==> config.mk <==
export PLATFORM = sky130hd
export DESIGN_NAME = dms_divider
export DESIGN_NICKNAME = d
export VERILOG_FILES = /design/src/rtl/dms_pkg.sv /design/src/rtl/dms_word_sampler.sv /design/src/rtl/dms_prescaler.sv /design/src/rtl/dms_swallow_ctr.sv /design/src/rtl/dms_divider.sv
export SDC_FILE = /design/constraint.sdc
export NUM_CORES = 1
export LEC_CHECK = 0
export ABC_AREA = 1
export BUFFER_PORTS_ARGS = -buffer_cell sky130_fd_sc_hd__buf_2
export CORE_AREA = 2 2 75 77
export DETAILED_ROUTE_END_ITERATION = 7
export DIE_AREA = 0 0 77 79
export GPL_ROUTABILITY_DRIVEN = 1
export GPL_TIMING_DRIVEN = 0
export SETUP_SLACK_MARGIN = 0.3
export SKIP_LAST_GASP = 1
export SLEW_MARGIN = 25
export SYNTH_ARGS = -nofsm -noshare
export SYNTH_HDL_FRONTEND = slang
export SYNTH_SLANG_ARGS = --single-unit
==> constraint.sdc <==
create_clock -name clk -period 2.35 [get_ports clk]
set_input_delay 0.5875 -clock clk [delete_from_list [all_inputs] [get_ports clk]]
set_output_delay 0.5875 -clock clk [all_outputs]
set_load 0.02 [all_outputs]
==> src/rtl/dms_pkg.sv <==
package dms_pkg;
   typedef enum logic {
      MOD_SHORT = 1'b0,
      MOD_LONG  = 1'b1
   } modsel_e;
endpackage

==> src/rtl/dms_word_sampler.sv <==
module dms_word_sampler #(
   parameter int A_W   = 3,
   parameter int M_W   = 11,
   parameter int MIN_M = 7
) (
   input  logic           clk,
   input  logic           rst,
   input  logic           load,
   input  logic [A_W+M_W-1:0] word,
   output logic [A_W-1:0] lat_a,
   output logic [M_W-1:0] lat_m,
   output logic           err
);
   logic [A_W-1:0] w_a;
   logic [M_W-1:0] w_m;
   logic           w_bad;

   assign w_a   = word[A_W-1:0];
   assign w_m   = word[A_W+M_W-1:A_W];
   assign w_bad = (w_m < M_W'(MIN_M)) || (w_m < M_W'(w_a));

   always_ff @(posedge clk) begin
      if (rst || load) begin
         lat_a <= w_bad ? '0 : w_a;
         lat_m <= w_bad ? M_W'(MIN_M) : w_m;
      end
      if (rst)       err <= w_bad;
      else if (load) err <= err | w_bad;
   end
endmodule

==> src/rtl/dms_prescaler.sv <==
module dms_prescaler
   import dms_pkg::*;
#(
   parameter int PRE_N = 8,
   parameter int PC_W  = 4
) (
   input  logic            clk,
   input  logic            rst,
   input  modsel_e         modsel,
   output logic [PC_W-1:0] pc,
   output logic            tick
);
   localparam logic [PC_W-1:0] LAST_SHORT = PC_W'(PRE_N - 1);
   localparam logic [PC_W-1:0] LAST_LONG  = PC_W'(PRE_N);

   assign tick = (pc == ((modsel == MOD_LONG) ? LAST_LONG : LAST_SHORT));

   always_ff @(posedge clk) begin
      if (rst || tick) pc <= '0;
      else             pc <= pc + 1'b1;
   end
endmodule

==> src/rtl/dms_swallow_ctr.sv <==
module dms_swallow_ctr
   import dms_pkg::*;
#(
   parameter int A_W = 3,
   parameter int M_W = 11
) (
   input  logic           clk,
   input  logic           rst,
   input  logic           tick,
   input  logic [A_W-1:0] lat_a,
   input  logic [M_W-1:0] lat_m,
   output logic [M_W-1:0] mcnt,
   output modsel_e        modsel,
   output logic           period_end
);
   localparam int PAD = M_W - A_W;

   logic [M_W-1:0] a_ext;
   assign a_ext = {{PAD{1'b0}}, lat_a};

   assign modsel     = (mcnt < a_ext) ? MOD_LONG : MOD_SHORT;
   assign period_end = tick && (mcnt == (lat_m - M_W'(1)));

   always_ff @(posedge clk) begin
      if (rst || period_end) mcnt <= '0;
      else if (tick)         mcnt <= mcnt + 1'b1;
   end
endmodule

==> src/rtl/dms_divider.sv <==
module dms_divider
   import dms_pkg::*;
#(
   parameter int PRE_N = 8,
   parameter int M_W   = 11
) (
   input  logic                        clk,
   input  logic                        rst,
   input  logic [$clog2(PRE_N)+M_W-1:0] div_word,
   input  logic                        out_en,
   output logic                        div_pulse,
   output logic                        cfg_err
);
   localparam int A_W    = $clog2(PRE_N);
   localparam int WORD_W = A_W + M_W;
   localparam int PC_W   = $clog2(PRE_N + 1);
   localparam int MIN_M  = PRE_N - 1;

   generate
      if ((1 << A_W) != PRE_N) begin : g_bad_modulus
         $error("PRE_N must be a power of two");
      end
      if (PRE_N < 4) begin : g_small_modulus
         $error("PRE_N must be at least 4");
      end
      if (M_W <= A_W) begin : g_narrow_m
         $error("M field must be wider than the A field");
      end
      if (WORD_W > 30) begin : g_wide_word
         $error("division word too wide");
      end
   endgenerate

   logic [A_W-1:0]  lat_a;
   logic [M_W-1:0]  lat_m;
   logic [M_W-1:0]  mcnt_q;
   logic [PC_W-1:0] pc_q;
   logic            tick;
   logic            period_end;
   modsel_e         modsel;

   dms_word_sampler #(
      .A_W  (A_W),
      .M_W  (M_W),
      .MIN_M(MIN_M)
   ) u_sampler (
      .clk  (clk),
      .rst  (rst),
      .load (period_end),
      .word (div_word),
      .lat_a(lat_a),
      .lat_m(lat_m),
      .err  (cfg_err)
   );

   dms_prescaler #(
      .PRE_N(PRE_N),
      .PC_W (PC_W)
   ) u_prescaler (
      .clk   (clk),
      .rst   (rst),
      .modsel(modsel),
      .pc    (pc_q),
      .tick  (tick)
   );

   dms_swallow_ctr #(
      .A_W(A_W),
      .M_W(M_W)
   ) u_swallow (
      .clk       (clk),
      .rst       (rst),
      .tick      (tick),
      .lat_a     (lat_a),
      .lat_m     (lat_m),
      .mcnt      (mcnt_q),
      .modsel    (modsel),
      .period_end(period_end)
   );

   assign div_pulse = out_en && !rst && (mcnt_q == '0) && (pc_q < PC_W'(PRE_N));
endmodule

Word-level counts from Yosys, hierarchy flattened
Index checks and enable logic that the tools add are counted.

word-level totals
  bits in latches = 0
  logic and storage cells = 29
  memory bits (read-only) = 0
  output and inout bits = 2
  bits in registers = 30
  input bits = 17
  memories kept = 0
  memory bits (writable) = 0

cells by class
  reductions and logical operators = 10
  shift-type cells = 0
  add/subtract/negate cells = 3
  equal/unequal tests = 2
  div/mod/pow operators = 0
  mux-type cells = 4
  bitwise logic cells = 1
  multipliers = 0
  $lt $le $gt $ge = 4

operators by type and width
  kind                                                  number
  < comparator 11 x 3 -> 1 bit                          2
  adder 11 x 1 -> 11 bit (second input constant)        1
  equality test 11 bit                                  1
  logical NOT 11 bit                                    1
  < comparator 11 x 3 -> 1 bit (second input constant)  1
  subtractor 11 x 1 -> 11 bit (second input constant)   1
  adder 4 x 1 -> 4 bit (second input constant)          1
  equality test 4 bit                                   1
  logical AND 1 bit                                     4
  < comparator 4 bit (second input constant)            1
  two-way mux 4 bit                                     1
  logical OR 1 bit                                      3
  two-way mux 1 bit                                     3
  nonzero test 2 bit                                    1
  logical NOT 1 bit                                     1
  bitwise OR 1 bit                                      1

Depth between registers and ports, before layout
  depth in word-level cells = 7
  depth in mapped cells = 14
  mapped depth without buffers = 14

By module
A second synthesis with hierarchy kept.

second synthesis, totals
  cells, all modules = 286
  area, all modules = 1985.7 µm²

by module, submodules not included
  module            cells each  area an instance (µm²)  instances  seq. area each (µm²)
  dms_swallow_ctr   185         1076.0                  1          220.2
  dms_word_sampler  55          640.6                   1          450.4
  dms_prescaler     25          186.4                   1          80.1
  dms_divider       21          82.6                    1          0.0

Least setup slack after synthesis
Ideal clock, no wire load.

  path kind = register to register
  from = register u_sampler.lat_a[2]
  to = register u_sampler.err (enable)
  period minus slack after synthesis = 1.938 ns
  setup time = 0.317 ns
  buffers on the path = 1
  required time = 2.033 ns
  stages on the path, launching flop included = 12
  data arrival time = 1.622 ns
  path slack = 0.412 ns
  cells stage by stage = edfxtp_1 -> inv_1 -> ha_1 -> a21o_1 -> nor2_1 -> nand3_1 -> nand2_2 -> nand2_4 -> nor2_1 -> nand2_1 -> nand2_2 -> buf_6

on the way
  longest elaborated chain between the ends = 6

ends and longest elaborated chain
  item                          line                    RTL
  start: declaration            dms_word_sampler.sv:10  output logic [A_W-1:0] lat_a,
  start signal: assignment      dms_word_sampler.sv:24  lat_a <= w_bad ? '0 : w_a;
  < comparator 11 x 3 -> 1 bit  dms_swallow_ctr.sv:21   assign modsel = (mcnt < a_ext) ? MOD_LONG : MOD_SHORT;
  two-way mux 1 bit             dms_swallow_ctr.sv:21
  two-way mux 4 bit             dms_prescaler.sv:16     assign tick = (pc == ((modsel == MOD_LONG) ? LAST_LONG : LAST_SHORT));
  equality test 4 bit           dms_prescaler.sv:16
  logical AND 1 bit             dms_swallow_ctr.sv:22   assign period_end = tick && (mcnt == (lat_m - M_W'(1)));
  nonzero test 2 bit (no line)  --
  end signal: assignment        dms_word_sampler.sv:27  if (rst) err <= w_bad;
  end signal: assignment        dms_word_sampler.sv:28  else if (load) err <= err | w_bad;
  end: declaration              dms_word_sampler.sv:12  output logic err

Every way passes these cells.
A chain may end at the register's enable or synchronous reset.

Final worst setup path
  from = register u_sampler.lat_a[2]
  to = register u_sampler.lat_m[1] (enable)

on the way
  longest elaborated chain between the ends = 6

ends and longest elaborated chain
  item                          line                    RTL
  < comparator 11 x 3 -> 1 bit  dms_swallow_ctr.sv:21
  two-way mux 1 bit             dms_swallow_ctr.sv:21
  two-way mux 4 bit             dms_prescaler.sv:16
  equality test 4 bit           dms_prescaler.sv:16
  logical AND 1 bit             dms_swallow_ctr.sv:22
  logical OR 1 bit              dms_word_sampler.sv:23  if (rst || load) begin
  end signal: assignment        dms_word_sampler.sv:25  lat_m <= w_bad ? M_W'(MIN_M) : w_m;
  end: declaration              dms_word_sampler.sv:11  output logic [M_W-1:0] lat_m,

Every way passes these cells.

==> results.txt <==
- Initial core utilization: between 30% and 40%
* Total core area: ~0.0053 mm^2
- The tightest min-delay check is of the reg -> reg type.
* Synth-to-layout area growth: 23.8%
- Sink count of the clock tree: 30
- The number of failing hold endpoints at the final stage came to 0.
- In the synthesized netlist, the number of instances is 289.
- The analysis attributes to net switching a power of roughly 290 uW.
* Total grt overflow: 0
* TritonCTS clock tree: done
- The first detailed-routing pass took 4 iterations.
- Routed len/inst: around 12 um
- Static timing analysis puts the maximum clock frequency at 495 MHz.
- Period Utilization, post-route: a little under nine tenths
* Htree depth: 2
- Share of the yosys chip area belonging to registers: 35.6%
- Cell chosen for the clock root: sky130_fd_sc_hd__clkbuf_8
- Per report_power, the combinational group accounts for 13.3% of the total.
- Internal power: between 800 and 900 uW
- Initial antenna violation count: 0
- In the final design database the tool counted 350 nets.
* Critical path startpoint category: register
* Synthesis warning total: 0
- The die is roughly 77 um wide.
* Final setup vio count: 0
- Sort of element at the end of the critical path: register
- Headroom to the max-slew limit came out at 80.4%.
- Global-route wire length before repair: between 7000 and 8000 um
- Per report_power, the sequential group accounts for approximately half of the total.
- Max-cap violations in this run came to 0.
* Final clock skew: 6.55 ps
* Count of antenna diodes in the layout: 0
- From bottom edge to top edge, the die measures between 70 and 80 um.
* Post-route standard cell area excluding fillers: roughly 0.0026 mm^2
* Clock-pin slew of the registers on the worst-case setup and hold paths: roughly 60 ps
- Top-Level Pins: 19
- Summed over all failing endpoints, the final setup total negative slack is 0 ps.
- Per report_power, the clock group accounts for a little over a third of the total.
- Post-Route Hold Slack: approximately 460 ps
* Number of buffers inserted by hold repair at cts: 0
- In this run the mean area of a mapped cell was about 7.3 um^2.
- Pleak: roughly 1.2 nW
- Detailed Route Iter0 Violations: just over 80
* Data required time at the worst endpoint: roughly 2400 ps
- Dividing total power by cell area gives a power density of around 450 mW/mm^2.
* Cell area after technology mapping: roughly 0.0021 mm^2
* Max rail drop VDD: around 0.00027 V
- Of the cells placed in the final design, the portion with a size suffix greater than 1 is between 20% and 30%.
* Buffers from clock root to sink, at most: 2
- Entering global routing, the biggest net connects 13 pins.
- Number of standard-cell rows in the floorplan: 27
- Global placement routability congestion: 0.815
* Total clock buffers created by CTS: 5
- DRT antenna net count: 0
- In the routed layout, each cell is associated on average with a via count of ~4.6.
* Total die area: 0.00608 mm^2
- Net switching share of the total power: 24.4%
- Counting flops and latches in the post-synthesis netlist gives 30.
* Crit path time final: just over 2000 ps
- WS Path Type: reg -> reg
- In the routed design, unresolved DRC markers number 0.
* Post-detailed-placement cell area: about 0.0023 mm^2
- Yosys cell types: 30
- When the netlist entered floorplanning its net count stood at 314.
* Slew at the pin closest to its max-slew limit: roughly 290 ps
- Setup repair after global routing could not meet its margin everywhere.
* Overall via count from detail_route: roughly 1800
* Buffers added on ports: 18
- Clock latency reported for the late side of the worst-skew pair: 280 ps
- Global routing used between 10% and 20% of the available tracks.
* Pins over their slew limit: 0
* HPWL after detailed placement: approximately 3200 um
- Final routed wirelength across all metal layers: about 4600 um
* Result of the run: completed
- Number of global-route vias before repair: approximately 1700
- Maximum net fanout on the critical path: 6
- Endpoint arrival time on the critical path: around 2000 ps
## stage by stage
| stage | power, mW | utilization (%) | instances | setup WS [ps] |
|---|---|---|---|---|
| final | 1.17 | 48.9 | 398 | 328 |
| after global routing | 1.23 | 48.9 | 398 | 208 |
| after CTS | 1.16 | 45.6 | 389 | 319 |
| after detailed placement | 0.716 | 42.9 | 379 | 132 |
| after global placement | 0.713 | 42.9 | 379 | 171 |
| after floorplan | 0.678 | - | 289 | 412 |
## metal layers
| metal | up-vias | GRT usage (%) | part of all wire, % |
|---|---|---|---|
| met2 | 44 | 27.8 | 49 |
| li1 | 954 | - | - |
| met1 | 834 | 18.9 | 45 |
| met5 | - | 0 | 0 |
| met3 | 11 | 3.52 | 3.7 |
| met4 | 0 | 7.86 | 2.5 |
## kinds of logic (layout without fill, tap and decap cells)
kind of cell / after synthesis / in the layout / share of synthesized area [%]
flip-flops: 30 / 30 / 35.6
buffers and inverters: 57 / 94 / 12.3
XOR/XNOR: 21 / 21 / 8.72
AO/OA/AOI/OAI: 9 / 9 / 2.55
adder cells (fa/ha/maj): 8 / 8 / 4.75
AND/OR/NAND/NOR: 164 / 164 / 36.1
## state kept, by name, indices dropped and copies added, names as in the netlist
signal           count
u_sampler.err        1
u_sampler.lat_m     11
u_swallow.mcnt      11
u_sampler.lat_a      3
u_prescaler.pc       4
## repair_timing
item | 4_1_cts | 5_1_grt
cloned | 1 | 1
pin swaps | 1 | 14
resized for setup | 7 | 22
endpoints found under the setup margin | 24 | 26
buffers inserted | 1 | 8
## final cells by class
cell class | instances | area, um^2
multi-input cells | 202 | 1180
plain buffers | 15 | 111
repair buffers | 29 | 234
inverters | 42 | 158
flip-flops and latches | 30 | 752
clock buffers | 8 | 90.1
well taps | 72 | 90.1
fillers | 573 | 2730
## critical path: stages, from the launching register on
cell	delay (ps)
sky130_fd_sc_hd__edfxtp_1	370
sky130_fd_sc_hd__inv_2	70
sky130_fd_sc_hd__ha_4	190
sky130_fd_sc_hd__a21o_1	200
sky130_fd_sc_hd__nor2_4	160
sky130_fd_sc_hd__nand3_2	80
sky130_fd_sc_hd__nand2_2	80
sky130_fd_sc_hd__nand2_4	80
sky130_fd_sc_hd__nor2_4	110
sky130_fd_sc_hd__nand2_2	60
sky130_fd_sc_hd__nand2_4	140
sky130_fd_sc_hd__clkbuf_16	170
## Yosys cell counts, drive strengths merged
cell type | n | area, um^2
nand2 | 79 | 314
nand3b | 1 | 7.51
nand4 | 4 | 25.0
nor2 | 54 | 264
or2 | 3 | 18.8
o21ai | 5 | 25.0
nand3 | 18 | 103
o2111ai | 1 | 8.76
edfxtp | 15 | 450
o21a | 1 | 7.51
and2 | 1 | 6.26
buf | 7 | 72.6
ha | 8 | 100
a21oi | 1 | 5.00
xnor2 | 10 | 87.6
dfxtp | 15 | 300
nor3 | 2 | 10.0
inv | 42 | 158
nor4 | 2 | 12.5
xor2 | 11 | 96.3
a21o | 1 | 7.51
clkbuf | 8 | 30.0
## power by group through the flow
stage               registers, mW  clock network (mW)  logic, mW
CTS                         0.586               0.443      0.130
floorplan                   0.595                   0     0.0829
global placement            0.598                   0      0.115
detailed placement          0.598                   0      0.119
global route                0.590               0.465      0.175
finish                      0.587               0.427      0.155
## worst paths after layout
check	to	depth (start not counted)	slack, ps	start
worst max-delay path	u_sampler.lat_m[1]$_SDFFCE_PP1P_	11	330	u_sampler.lat_a[2]$_SDFFCE_PP0P_
worst min-delay path	u_prescaler.pc[0]$_SDFF_PP0_	1	460	u_prescaler.pc[0]$_SDFF_PP0_
worst max register to register	u_sampler.lat_m[1]$_SDFFCE_PP1P_	11	330	u_sampler.lat_a[2]$_SDFFCE_PP0P_
worst min register to register	u_prescaler.pc[0]$_SDFF_PP0_	1	460	u_prescaler.pc[0]$_SDFF_PP0_
## layout by cell type (no fill, tap or decap), types with 2 or more instances in the layout
master,Yosys,routed
sky130_fd_sc_hd__xnor2_1,10,10
sky130_fd_sc_hd__buf_6,6,8
sky130_fd_sc_hd__nor3_1,2,2
sky130_fd_sc_hd__buf_4,0,5
sky130_fd_sc_hd__buf_2,1,19
sky130_fd_sc_hd__nand2_4,1,2
sky130_fd_sc_hd__ha_4,0,2
sky130_fd_sc_hd__clkbuf_8,0,6
sky130_fd_sc_hd__inv_2,3,7
sky130_fd_sc_hd__dfxtp_1,15,14
sky130_fd_sc_hd__nor2_1,39,35
sky130_fd_sc_hd__nor2_2,12,12
sky130_fd_sc_hd__nor4_1,2,2
sky130_fd_sc_hd__nand3_1,17,15
sky130_fd_sc_hd__nand4_1,4,4
sky130_fd_sc_hd__clkbuf_1,8,10
sky130_fd_sc_hd__nor2_4,2,6
sky130_fd_sc_hd__inv_1,39,35
sky130_fd_sc_hd__nand3_2,0,2
sky130_fd_sc_hd__ha_1,8,6
sky130_fd_sc_hd__xor2_1,11,11
sky130_fd_sc_hd__edfxtp_1,15,15
sky130_fd_sc_hd__nand2_1,74,72
sky130_fd_sc_hd__buf_12,0,2
sky130_fd_sc_hd__or2_2,3,3
sky130_fd_sc_hd__o21ai_0,5,4
sky130_fd_sc_hd__nand2_2,4,5
Note: power is estimated with default switching activity, not from simulation.
